File: config.mk
export PLATFORM = sky130hd
export DESIGN_NAME = tick_combiner
export DESIGN_NICKNAME = d
export VERILOG_FILES = /design/src/rtl/tick_comb_pkg.sv /design/src/rtl/tc_pointwise.sv /design/src/rtl/tc_rank_merge.sv /design/src/rtl/tc_sampler.sv /design/src/rtl/tick_combiner.sv
export SDC_FILE = /design/constraint.sdc
export NUM_CORES = 1
export LEC_CHECK = 0
export BUFFER_PORTS_ARGS = -buffer_cell sky130_fd_sc_hd__buf_2
export CORE_MARGIN = 8
export CORE_UTILIZATION = 40
export CTS_CLUSTER_SIZE = 8
export DETAILED_ROUTE_END_ITERATION = 7
export GPL_ROUTABILITY_DRIVEN = 1
export PLACE_DENSITY_LB_ADDON = 0.1
export SYNTH_ARGS = -nofsm -noshare
export SYNTH_HDL_FRONTEND = slang
export SYNTH_HIERARCHICAL = 1
export SYNTH_SLANG_ARGS = --single-unit
File: constraint.sdc
create_clock -name clk -period 6.6 [get_ports clk]
set_input_delay 0.66 -clock clk [delete_from_list [all_inputs] [get_ports clk]]
set_output_delay 0.66 -clock clk [all_outputs]
set_load 0.02 [all_outputs]
File: src/rtl/tick_comb_pkg.sv
package tick_comb_pkg;

    localparam int OP_W = 3;

    typedef enum logic [OP_W-1:0] {
        OP_UNION  = 3'd0,
        OP_ISECT  = 3'd1,
        OP_MINUS  = 3'd2,
        OP_LATEST = 3'd3,
        OP_EARLY  = 3'd4,
        OP_SAMPLE = 3'd5
    } tc_op_e;

    // interval count saturates at two: enough to tell none, one, many
    localparam int SMP_W = 2;

    typedef struct packed {
        logic tick;
        logic lossy;
        logic dup;
    } tc_out_t;

endpackage

File: src/rtl/tc_pointwise.sv
module tc_pointwise (
    input  logic tick_a,
    input  logic tick_b,
    output logic any_tick,
    output logic both_tick,
    output logic a_only_tick
);

    always_comb begin
        any_tick    = tick_a | tick_b;
        both_tick   = tick_a & tick_b;
        a_only_tick = tick_a & ~tick_b;
    end

endmodule

File: src/rtl/tc_rank_merge.sv
module tc_rank_merge #(
    parameter int LIMIT = 15
) (
    input  logic clk,
    input  logic rst_n,
    input  logic tick_a,
    input  logic tick_b,
    output logic late_hit,
    output logic early_hit
);

    localparam int DW = $clog2(LIMIT + 1) + 1;
    localparam logic signed [DW:0] HI  = (DW+1)'(LIMIT);
    localparam logic signed [DW:0] LO  = -HI;
    localparam logic signed [DW:0] ONE = (DW+1)'(1);

    typedef struct packed {
        logic [DW-1:0] diff;
    } rank_st_t;

    rank_st_t st_d, st_q;

    logic             a_ahead, b_ahead, level;
    logic signed [DW:0] wide;

    always_comb begin
        level   = (st_q.diff == '0);
        b_ahead = st_q.diff[DW-1];
        a_ahead = !b_ahead && !level;

        // later of the pair: the tick that completes a waiting partner
        late_hit  = (tick_a && tick_b) || (tick_b && a_ahead) || (tick_a && b_ahead);
        // earlier of the pair: the tick that opens a new rank
        early_hit = (tick_a && !b_ahead) || (tick_b && !a_ahead);

        wide = $signed({st_q.diff[DW-1], st_q.diff});
        if (tick_a) wide = wide + ONE;
        if (tick_b) wide = wide - ONE;

        st_d = st_q;
        if (wide > HI)      st_d.diff = HI[DW-1:0];
        else if (wide < LO) st_d.diff = LO[DW-1:0];
        else                st_d.diff = wide[DW-1:0];
    end

    always_ff @(posedge clk or negedge rst_n) begin
        if (!rst_n) st_q <= '0;
        else        st_q <= st_d;
    end

endmodule

File: src/rtl/tc_sampler.sv
module tc_sampler
    import tick_comb_pkg::*;
(
    input  logic clk,
    input  logic rst_n,
    input  logic tick_a,
    input  logic tick_b,
    output logic smp_tick,
    output logic smp_lossy,
    output logic smp_dup
);

    typedef struct packed {
        logic [SMP_W-1:0] cnt;
    } smp_st_t;

    smp_st_t st_d, st_q;
    logic    seen_one, seen_many;

    always_comb begin
        // the current instant belongs to the interval a B tick closes
        seen_one  = (st_q.cnt != '0) || tick_a;
        seen_many = st_q.cnt[1] || (st_q.cnt[0] && tick_a);

        smp_tick  = tick_b && seen_one;
        smp_lossy = tick_b && seen_many;
        smp_dup   = tick_b && !seen_one;

        st_d = st_q;
        if (tick_b)
            st_d.cnt = '0;
        else if (tick_a && !st_q.cnt[1])
            st_d.cnt = st_q.cnt + SMP_W'(1);
    end

    always_ff @(posedge clk or negedge rst_n) begin
        if (!rst_n) st_q <= '0;
        else        st_q <= st_d;
    end

endmodule

File: src/rtl/tick_combiner.sv
module tick_combiner
    import tick_comb_pkg::*;
#(
    parameter int RANK_LIMIT = 15
) (
    input  logic            clk,
    input  logic            rst_n,
    input  logic [OP_W-1:0] op_sel,
    input  logic            tick_a,
    input  logic            tick_b,
    output logic            tick_out,
    output logic            lossy_out,
    output logic            dup_out
);

    logic any_t, both_t, aonly_t;
    logic late_t, early_t;
    logic smp_t, smp_l, smp_d;

    tc_out_t out_d, out_q;

    tc_pointwise u_pw (
        .tick_a      (tick_a),
        .tick_b      (tick_b),
        .any_tick    (any_t),
        .both_tick   (both_t),
        .a_only_tick (aonly_t)
    );

    tc_rank_merge #(.LIMIT(RANK_LIMIT)) u_rank (
        .clk       (clk),
        .rst_n     (rst_n),
        .tick_a    (tick_a),
        .tick_b    (tick_b),
        .late_hit  (late_t),
        .early_hit (early_t)
    );

    tc_sampler u_smp (
        .clk       (clk),
        .rst_n     (rst_n),
        .tick_a    (tick_a),
        .tick_b    (tick_b),
        .smp_tick  (smp_t),
        .smp_lossy (smp_l),
        .smp_dup   (smp_d)
    );

    always_comb begin
        out_d = '0;
        case (op_sel)
            OP_UNION:  out_d.tick = any_t;
            OP_ISECT:  out_d.tick = both_t;
            OP_MINUS:  out_d.tick = aonly_t;
            OP_LATEST: out_d.tick = late_t;
            OP_EARLY:  out_d.tick = early_t;
            OP_SAMPLE: begin
                out_d.tick  = smp_t;
                out_d.lossy = smp_l;
                out_d.dup   = smp_d;
            end
            default:   out_d = '0;
        endcase
    end

    always_ff @(posedge clk or negedge rst_n) begin
        if (!rst_n) out_q <= '0;
        else        out_q <= out_d;
    end

    assign tick_out  = out_q.tick;
    assign lossy_out = out_q.lossy;
    assign dup_out   = out_q.dup;

endmodule

* After elaboration in Yosys (flattened, before gate mapping)
Cells that the tools add are included.
** Word-level totals
- Logic and storage cells :: 52
- Output and inout port bits :: 3
- Bits of input ports :: 7
- Bits in registers :: 10
** Operators by class
- Add/sub/neg operators :: 3
- Magnitude comparators :: 2
- Eq/ne operators :: 5
- Bitwise gates (word level) :: 4
- Mux-type cells :: 8
- Reduce and logical (&&, ||, !) cells :: 25
** Operators with widths (count)
- $mux W6 :: 2
- $logic_and A1 B1 Y1 :: 11
- $mux W5 :: 2
- $add A5 B2 Y6 const B :: 1
- $eq A3 B2 Y1 const B :: 2
- $eq A3 B3 Y1 const B :: 2
- $gt A6 B5 Y1 const B :: 1
- $lt A6 B5 Y1 const B :: 1
- $mux W2 :: 3
- $pmux W1 S6 :: 1
- $sub A6 B2 Y6 const B :: 1
- $logic_not A1 Y1 :: 5
- $logic_not A5 Y1 :: 1
- $logic_or A1 B1 Y1 :: 5
- $reduce_bool A2 Y1 :: 2
- $eq A3 B1 Y1 const B :: 1
- $logic_not A3 Y1 :: 1
- $add A2 B1 Y2 const B :: 1
- $and A1 B1 Y1 :: 2
- $not A1 Y1 :: 1
- $or A1 B1 Y1 :: 1

* Longest topological paths before layout
Gate-level depths: netlist of the first run.
- Word-level depth :: 7
- Depth in mapped cells :: 10
- Gate-level depth less buffers :: 9

* Cells and area by module
Netlist of the first run, hierarchy kept.
** By module, submodules not included
- tc_rank_merge :: instances 1, area each 638.1 um2, sequential area each 125.1 um2, cells an instance 72
- tc_sampler :: instances 1, area each 146.4 um2, sequential area each 50.0 um2, cells an instance 16
- tick_combiner :: instances 1, area each 143.9 um2, sequential area each 75.1 um2, cells an instance 10
- tc_pointwise :: instances 1, area each 22.5 um2, sequential area each 0.0 um2, cells an instance 3

* Worst setup path after synthesis of the first run
Ideal clock, no wire load.
- Path type :: in2reg
- Start :: in tick_a
- End :: reg u_rank/st_q[0] (netlist bit)
- Buffers on the path :: 1
- Cell stages on the path :: 8
- Arrival time :: 2.313 ns
- Data required time :: 6.476 ns
- Library setup time :: 0.124 ns
- Path slack :: 4.163 ns
- Cells stage by stage :: buf_2 mux2i_1 ha_1 and2_1 nor3b_1 nand3_1 and2_4 a211o_1
** RTL lines
- from (decl) :: RTL line tick_combiner.sv:9 : input logic tick_a,
- to (signal assigned) :: RTL line tc_rank_merge.sv:48 : else st_q <= st_d;
- to (decl) :: RTL line tc_rank_merge.sv:21 : rank_st_t st_d, st_q;

==> results of run 1 <==
[power groups by stage]
stage	Combinational, mW	Sequential (mW)	Clock, mW
6_report	0.262	0.118	0.0388
5_1_grt	0.291	0.122	0.0423
4_1_cts	0.261	0.117	0.0412
3_5_place_dp	0.259	0.118	0
3_3_place_gp	0.259	0.120	0
2_1_floorplan	0.226	0.0988	0
[cells in the final DEF (no fill, tap or decap), types with 2 or more instances in the layout]
cell type	n
and2_4	2
nor2_1	7
nand3_1	3
nor2b_1	3
inv_1	7
a22oi_1	2
mux2i_1	3
a21oi_1	6
and3_2	3
a21boi_0	3
xor2_1	2
o21ai_0	2
ha_1	4
xnor2_1	5
nand4b_1	2
buf_2	9
dfrtp_1	10
nand4_1	2
clkbuf_4	3
[kinds of logic (layout without fill, tap and decap cells)]
logic type	Yosys count	after routing	synth area share
buf+inv	11	19	0.05658
mux	6	6	0.08289
xor+xnor	7	7	0.06447
simple gates	37	37	0.2632
fa+ha+maj	4	4	0.05263
compound gates	26	26	0.2171
flops	10	10	0.2632
[area by class of cell]
type | instances | share of cell area
clock buffer | 3 | 0.02195
inverter | 7 | 0.02561
multi-input combinational | 80 | 0.6305
sequential | 10 | 0.2439
tap | 28 | 0.03415
timing repair buffer | 9 | 0.04390
[registers in the layout, summed over array words and instances (netlist names)]
signal / count
u_smp/st_q: 2
lossy_out: 1
u_rank/st_q: 5
tick_out: 1
dup_out: 1
[worst paths after layout]
path,endpoint
worst max-delay path,u_rank/st_q[1]
worst min-delay path,u_rank/st_q[0]
worst max register to register,u_rank/st_q[1]
worst min register to register,u_smp/st_q[1]
max in group asynchronous,dup_out
min in group clk,u_smp/st_q[1]
[routing by layer]
layer / wire, um / up-vias
met2: 868 / 14
li1: - / 390
met1: 1174 / 351
met4: 0 / 0
met3: 53 / 0
met5: 0 / -
[metrics by stage]
step | hold slack (ns) | std cells | setup slack [ns]
4_1_cts | 0.2493 | 137 | 3.740
2_1_floorplan | 0.3644 | 101 | 4.163
5_1_grt | 0.2532 | 137 | 3.442
3_5_place_dp | 0.5320 | 134 | 3.789
3_3_place_gp | 0.5203 | 134 | 3.851
6_report | 0.2471 | 137 | 3.731
==> out/metrics.csv, run 1 <==
stage;metric;value;unit
status;status;complete, no violations;
worst_setup_path;Worst Path Arrival;3.04;ns
synth;number of flops mapped to enable cells by yosys;0;
die;starting density of the core;0.4258;
clock_network;CTS tree;yes;
placed_design;GPL Wtd Cong;0.9152;
final_layout;# diodes;0;
power;Seq pwr share;0.282;
grt;vias in the first global route;776;
timing;Slew Viols, Final;0;
grt;first-pass GRT wire length;3.726;mm
detailed_routing;DRT iter0 DRCs;40;
synth;Mapped Area;950.9;um2
worst_setup_path;Top cell by count, worst path;ha_1;
die;die area;4193;um2
die;# IOs;10;
synth;count of cell types in the netlist;52;
synth;Avg Cell Area, Syn;9.415;um2
timing;clock skew;0.005875;ns
worst_setup_path;cell family with most CP delay;simple AND/OR/NAND/NOR gates;
worst_setup_path;instance count on the critical path;9;
placed_design;Post-Place Cell Area;1003;um2
detailed_routing;DR DRC count;0;
clock_network;post-cts resize count;0;
worst_setup_path;Worst R2R Start;u_rank/st_q[0];
timing;Slew HR;0.6654;
synth;synthesized flop and latch total;10;
final_layout;proportion of layout cells with a drive suffix above 1;0.2569;
placed_design;Final HPWL DP;1.607;mm
timing;Worst Tran Pin Value;0.4989;ns
worst_setup_path;Worst R2R Setup Slack;3.73;ns
clock_network;CTS Hold Bufs;0;
timing;Final setup violation count;0;
die;die width;64.76;um
synth;Synth top area share;0.2632;
die;Die Span Y;64.76;um
synth;yosys warns;6;
worst_setup_path;Max FO, Critical Path;9;
worst_setup_path;slowest cell on the critical path;dfrtp_1;
timing;fin crit share;0.4347;
synth;Post-synth ARST share;1.000;
detailed_routing;Antenna Violating Nets Remaining;0;
clock_network;clock sinks;10;
timing;unrepaired setup endpoints after global routing;no;
clock_network;clock buffer depth;2;
synth;Seq/Total Area, Yosys;0.2632;
synth;Synth area leaders;dfrtp_1, ha_1, xnor2_1;
final_layout;fin nets;122;
detailed_routing;drt wl/cell;15.30;um
worst_setup_path;CP Cell Sequence;inv_1 -> ha_1 -> mux2i_1 -> ha_1 -> and2_1 -> nor3b_1 -> nor4b_1 -> o21a_1 -> a2bb2oi_1;
grt;GR Layer Usage met3;0.01546;
timing;Hold Fails Final Rpt;0;
worst_setup_path;Worst R2R Path Depth;9;
worst_setup_path;CP bufs+invs;1;
final_layout;post-route cell area;1026;um2
detailed_routing;via count;755;
power;Sw Share;0.4682;
final_layout;FILL cells;228;
timing;min Tclk post-route;2.869;ns
worst_setup_path;CP Launch Type;flip-flop;
clock_network;H-tree depth;1;
grt;antenna violations before repair;0;
worst_setup_path;worst endpoint required time;6.77;ns
worst_setup_path;critical path class;flip-flop to flip-flop;
power;Lkg Pwr;0.4575;nW
hold_path;Hold Crit Class;primary input to async pin;
placed_design;port buffer count;9;
die;site row count;17;
synth;Top FF cell, synth;dfrtp_1;
grt;met2 Track Usage GR;0.1453;
grt;All-Layer GR Usage;0.1083;
clock_network;Setup Buffers After CTS;0;
synth;syn nets;112;
worst_setup_path;CP Launch Point;u_rank/st_q[0];
detailed_routing;WL final;2.096;mm
power;Max IR drop VDD;0.0002333;V
grt;largest net degree at the start of global routing;24;
power;Power, Total;0.4191;mW
synth;most frequent cell after synthesis;dfrtp_1;
power;P_int;0.2229;mW
grt;total gr overflow;0;
synth;Mapped Cells;101;
final_layout;register area;250.2;um2
final_layout;multi-input logic area;646.9;um2
power;power per cell area;408.5;nW/um2
power;clock network power share;0.093;
worst_setup_path;slowest stage delay, CP;0.55;ns
timing;f_max;0.3486;GHz
grt;grt met1 use;0.1627;
worst_setup_path;crit end category;flip-flop;
power;sw power;0.1962;mW
timing;setup_tns;0;ns
detailed_routing;DR pass1 iterations;4;
detailed_routing;Vias per Instance;5.511;
power;Combinational Power Share;0.625;
synth;top post-synthesis cells by count;dfrtp_1, inv_1, nor2_1;
final_layout;Syn-to-layout area delta;7.894;%
clock_network;CTS Buf Count;3;
final_layout;fin util;0.4594;
clock_network;clk_lat worst skew;0.25;ns
clock_network;clk slew on worst S/H paths;0.06;ns
die;Core Footprint;2233;um2
flow_run;max-cap violations;0;
clock_network;clk root buf;clkbuf_4;
grt;gr busiest metal;met1;
synth;Synth area leader;dfrtp_1;
Note: power is estimated with default switching activity, not from simulation.
==> run 2, diff against run 1 <==
==> constraint.sdc (replaced) <==
create_clock -name clk -period 2.7 [get_ports clk]
set_input_delay 0.27 -clock clk [delete_from_list [all_inputs] [get_ports clk]]
set_output_delay 0.27 -clock clk [all_outputs]
set_load 0.02 [all_outputs]
==> out/metrics.csv, run 2 (synthesis gave the netlist of run 1 again) <==
stage;metric;value;unit
status;status;complete, no violations;
timing;Final setup violation count;0;
detailed_routing;DR DRC count;0;
grt;antenna violations before repair;0;
timing;min Tclk post-route;2.471;ns
worst_setup_path;CP Launch Type;flip-flop;
timing;f_max;0.4047;GHz
clock_network;CTS Hold Bufs;1;
grt;largest net degree at the start of global routing;20;
timing;Slew HR;0.6854;
placed_design;port buffer count;9;
clock_network;clk_lat worst skew;0.27;ns
worst_setup_path;crit end category;flip-flop;
timing;Slew Viols, Final;0;
die;die width;64.76;um
power;Max IR drop VDD;0.0004505;V
worst_setup_path;Worst R2R Start;u_rank/st_q[0];
worst_setup_path;Max FO, Critical Path;5;
timing;setup_tns;0;ns
hold_path;Hold Path Cell Cnt;2;
die;# IOs;10;
worst_setup_path;worst endpoint required time;2.86;ns
hold_path;Hold Path Sink;tick_out;
final_layout;most frequent cells in the layout;dfrtp_1, buf_2, nor2_1, inv_1, a21oi_1;
hold_path;hold_sp;op_sel[1];
worst_setup_path;Worst Path Arrival;2.63;ns
placed_design;GPL Wtd Cong;0.9052;
worst_setup_path;RR Endpoint;u_rank/st_q[0];
final_layout;largest reg by FF count;u_rank/st_q;
timing;fin crit share;0.9152;
final_layout;final cell count without fillers;143;
clock_network;clock buffer depth;2;
die;site row count;17;
clock_network;CTS Buf Count;3;
detailed_routing;Vias per Instance;5.643;
flow_run;max-cap violations;0;
worst_setup_path;Worst R2R Setup Slack;0.23;ns
grt;All-Layer GR Usage;0.1150;
final_layout;# diodes;0;
power;Lkg Pwr;0.4883;nW
grt;vias in the first global route;801;
detailed_routing;drt wl/cell;15.36;um
clock_network;post-cts resize count;0;
clock_network;CTS tree;yes;
die;die area;4193;um2
clock_network;clk slew on worst S/H paths;0.07;ns
clock_network;clock sinks;10;
detailed_routing;WL final;2.197;mm
worst_setup_path;Worst R2R Path Depth;10;
die;Die Span Y;64.76;um
final_layout;proportion of layout cells with a drive suffix above 1;0.2870;
timing;Worst Tran Pin Value;0.4685;ns
detailed_routing;DR pass1 iterations;4;
timing;Hold Fails Final Rpt;0;
die;starting density of the core;0.4258;
detailed_routing;DRT iter0 DRCs;31;
grt;first-pass GRT wire length;3.857;mm
worst_setup_path;critical path class;flip-flop to flip-flop;
final_layout;fin nets;127;
die;Core Footprint;2233;um2
clock_network;Setup Buffers After CTS;0;
power;power per cell area;1012;nW/um2
timing;unrepaired setup endpoints after global routing;no;
hold_path;Hold Crit Class;primary input to flip-flop;
final_layout;max FFs per register;5;
clock_network;H-tree depth;1;
detailed_routing;via count;807;
final_layout;Largest regs;u_rank/st_q x5, u_smp/st_q x2;
grt;total gr overflow;0;
clock_network;clk root buf;clkbuf_4;
timing;clock skew;0.004900;ns
detailed_routing;Antenna Violating Nets Remaining;0;
final_layout;Syn-to-layout area delta;13.55;%
final_layout;commonest non-fill, non-tap cell in the layout;dfrtp_1;
worst_setup_path;CP Launch Point;u_rank/st_q[0];
placed_design;dpl cells;138;
placed_design;Final HPWL DP;1.698;mm
run 2: how the worst max path moves through the flow:
stage | end | slack (ns)
4_1_cts | u_rank/st_q[0] | 0.28
5_1_grt | u_rank/st_q[1] | 0.12
3_5_place_dp | u_rank/st_q[0] | 0.30
3_3_place_gp | u_rank/st_q[0] | 0.36
2_1_floorplan | u_rank/st_q[0] | 0.28
6_report | u_rank/st_q[0] | 0.23
run 2: layout make-up:
class | count | area (um2)
multi-input combinational | 80 | 646.9
sequential | 10 | 250.2
clock buffer | 4 | 36.28
tap | 28 | 35.03
timing repair buffer | 14 | 85.08
fill | 227 | 1154
inverter | 7 | 26.28
run 2: where the power goes:
group | switching, mW | internal (mW)
clock network | 0.0563 | 0.0820
registers | 0.0615 | 0.196
logic | 0.374 | 0.323
total | 0.492 | 0.601
run 2: stage by stage:
| step | setup WS (ns) | hold slack (ns) | power (mW) | utilization | cell area [um2] |
|---|---|---|---|---|---|
| after floorplan | 0.2842 | -0.02559 | 0.7946 | - | 950.9 |
| after global placement | 0.3583 | 0.1429 | 0.9455 | 0.4627 | 1033 |
| after detailed placement | 0.2958 | 0.1486 | 0.9507 | 0.4627 | 1033 |
| after CTS | 0.2776 | 0.2532 | 1.096 | 0.4835 | 1080 |
| after global routing | 0.1228 | 0.2528 | 1.196 | 0.4835 | 1080 |
| final | 0.2290 | 0.2631 | 1.093 | 0.4835 | 1080 |
run 2: per-layer routing:
| metal | vias to the layer above | GRT usage | wire length, um |
|---|---|---|---|
| met5 | - | 0 | 0 |
| met1 | 385 | 0.1600 | 1105 |
| met4 | 0 | 0.03270 | 0 |
| li1 | 404 | - | - |
| met3 | 0 | 0.03608 | 102 |
| met2 | 18 | 0.1652 | 989 |
run 2: worst max-delay path: stages, from the launching register on:
cell and delay [ns]:
dfrtp_1 0.38, inv_1 0.12, ha_1 0.29, mux2i_1 0.22, ha_1 0.20, and2_1 0.20, nor3b_1 0.23, buf_4 0.17
nand3_1 0.08, and2_4 0.19, a211o_1 0.29
==> run 3, diff against run 2 <==
==> constraint.sdc (replaced) <==
create_clock -name clk -period 2 [get_ports clk]
set_input_delay 0.2 -clock clk [delete_from_list [all_inputs] [get_ports clk]]
set_output_delay 0.2 -clock clk [all_outputs]
set_load 0.02 [all_outputs]
==> out/metrics.csv, run 3 (synthesis gave the netlist of run 1 again) <==
stage;metric;value;unit
worst_setup_path;Worst Path Arrival;2.23;ns
worst_setup_path;Worst R2R Path Depth;9;
hold_path;Hold Path Cell Cnt;2;
timing;fin crit share;1.039;
die;die width;64.76;um
detailed_routing;WL final;2.421;mm
worst_setup_path;worst endpoint required time;2.15;ns
worst_setup_path;crit end category;flip-flop;
worst_setup_path;RR Endpoint;u_rank/st_q[0];
detailed_routing;via count;887;
grt;first-pass GRT wire length;3.891;mm
detailed_routing;Vias per Instance;5.376;
timing;f_max;0.4812;GHz
timing;Final setup violation count;3;
die;die area;4193;um2
status;status;complete, but fails checks;
final_layout;Syn-to-layout area delta;44.21;%
timing;Hold Fails Final Rpt;0;
detailed_routing;DR DRC count;0;
hold_path;Hold Path Sink;tick_out;
hold_path;hold_sp;op_sel[1];
die;# IOs;10;
timing;setup_tns;-0.1346;ns
final_layout;largest reg by FF count;u_rank/st_q;
final_layout;max FFs per register;5;
detailed_routing;drt wl/cell;14.67;um
power;Max IR drop VDD;0.0008093;V
worst_setup_path;slowest stage delay, CP;0.41;ns
placed_design;Final HPWL DP;1.876;mm
worst_setup_path;Max FO, Critical Path;4;
detailed_routing;DR pass1 iterations;4;
final_layout;fin nets;149;
timing;unrepaired setup endpoints after global routing;yes;
flow_run;max-cap violations;0;
worst_setup_path;CP Cell Sequence;inv_2 -> ha_4 -> mux2i_4 -> ha_4 -> and2_4 -> nor3b_4 -> nand3_1 -> and2_4 -> a211o_1;
clock_network;clock sinks;10;
timing;Slew HR;0.6949;
clock_network;clk_lat worst skew;0.26;ns
grt;vias in the first global route;883;
die;Core Footprint;2233;um2
timing;Slew Viols, Final;0;
power;Lkg Pwr;0.6079;nW
placed_design;Setup WS pre-CTS;-0.1766;ns
final_layout;Largest regs;u_rank/st_q x5, u_smp/st_q x2;
worst_setup_path;critical path class;flip-flop to flip-flop;
clock_network;clk root buf;clkbuf_4;
timing;min Tclk post-route;2.078;ns
clock_network;clk slew on worst S/H paths;0.06;ns
final_layout;fin util;0.6140;
final_layout;commonest non-fill, non-tap cell in the layout;buf_4;
detailed_routing;DRT iter0 DRCs;29;
final_layout;most frequent cells in the layout;buf_4, dfrtp_1, buf_2, nor2_1;
power;power per cell area;1508;nW/um2
timing;Worst Tran Pin Value;0.4538;ns
grt;antenna violations before repair;0;
status;failing checks;setup timing;
final_layout;# diodes;0;
clock_network;clock buffer depth;2;
die;starting density of the core;0.4258;
final_layout;proportion of layout cells with a drive suffix above 1;0.5401;
worst_setup_path;Worst R2R Setup Slack;-0.08;ns
worst_setup_path;CP Launch Type;flip-flop;
grt;total gr overflow;0;
final_layout;FILL cells;193;
grt;All-Layer GR Usage;0.1151;
worst_setup_path;Worst R2R Start;u_rank/st_q[1];
detailed_routing;Antenna Violating Nets Remaining;0;
die;site row count;17;
clock_network;H-tree depth;1;
worst_setup_path;slowest cell on the critical path;dfrtp_1;
hold_path;Hold Crit Class;primary input to flip-flop;
grt;largest net degree at the start of global routing;19;
power;Power, Total;2.067;mW
clock_network;CTS Buf Count;3;
timing;final hold slack;0.2120;ns
clock_network;CTS tree;yes;
die;Die Span Y;64.76;um
timing;setup slack after layout;-0.07820;ns
placed_design;GPL Wtd Cong;0.8953;
placed_design;port buffer count;9;
timing;clock skew;0.0005352;ns
[run 3: changes by cell type in the layout (fill, tap and decap cells not counted), moves of 2 or more]
| cell | previous run | this run |
|---|---|---|
| ha_4 | 0 | 2 |
| inv_1 | 7 | 5 |
| o21ai_0 | 2 | 0 |
| buf_4 | 4 | 26 |
| o21ai_2 | 0 | 2 |
| ha_1 | 4 | 1 |
[run 3: critical path, delay by kind of cell (launching register included)]
kind	cells	cell delay [ns]
adders and majority gates	2	0.37
muxes	1	0.16
AOI/OAI and AO/OA	1	0.25
DFF	1	0.41
buffers and inverters	1	0.09
and+or+nand+nor	4	0.67
[run 3: area by class of cell]
class	instances	area, um2	area share
timing repair buffer	36	250.2	0.1825
clock buffer	4	36.28	0.02646
inverter	7	28.78	0.02099
multi-input combinational	80	769.5	0.5611
sequential	10	251.5	0.1834
tap	28	35.03	0.02555
[run 3: per-stage QoR]
stage	area [um2]	cells
6_report	1371	165
5_1_grt	1371	165
4_1_cts	1306	163
3_5_place_dp	1184	153
3_3_place_gp	1184	153
2_1_floorplan	988.4	101
[run 3: per-layer routing]
layer	part of all wire	track usage	vias to the layer above	wire [um]
met5	0	0	-	0
met4	0	0.03270	0	0
met1	0.47	0.1401	427	1131
li1	-	-	442	-
met2	0.50	0.1925	18	1205
met3	0.035	0.03265	0	84
[run 3: where the power goes]
part / leakage [nW] / internal, mW / switching (mW) / total, mW
Combinational: 0.462 / 0.828 / 0.717 / 1.54
Clock: 0.0210 / 0.110 / 0.0664 / 0.177
Sequential: 0.125 / 0.268 / 0.0783 / 0.346
[run 3: how the worst max path moves through the flow]
stage	slack [ns]	to	from
2_1_floorplan	-0.12	u_rank/st_q[0]	u_rank/st_q[0]
3_3_place_gp	-0.16	u_rank/st_q[1]	u_rank/st_q[1]
3_5_place_dp	-0.18	u_rank/st_q[1]	u_rank/st_q[0]
4_1_cts	-0.12	u_rank/st_q[0]	u_rank/st_q[0]
5_1_grt	-0.14	u_rank/st_q[0]	u_rank/st_q[1]
6_report	-0.08	u_rank/st_q[0]	u_rank/st_q[1]
[run 3: repair_timing]
action,CTS,global route
buffers inserted,5,2
pin swaps,12,7
resized for setup,10,8
setup endpoints to repair,4,4
hold buffers,1,0
hold endpoints to repair,10,0
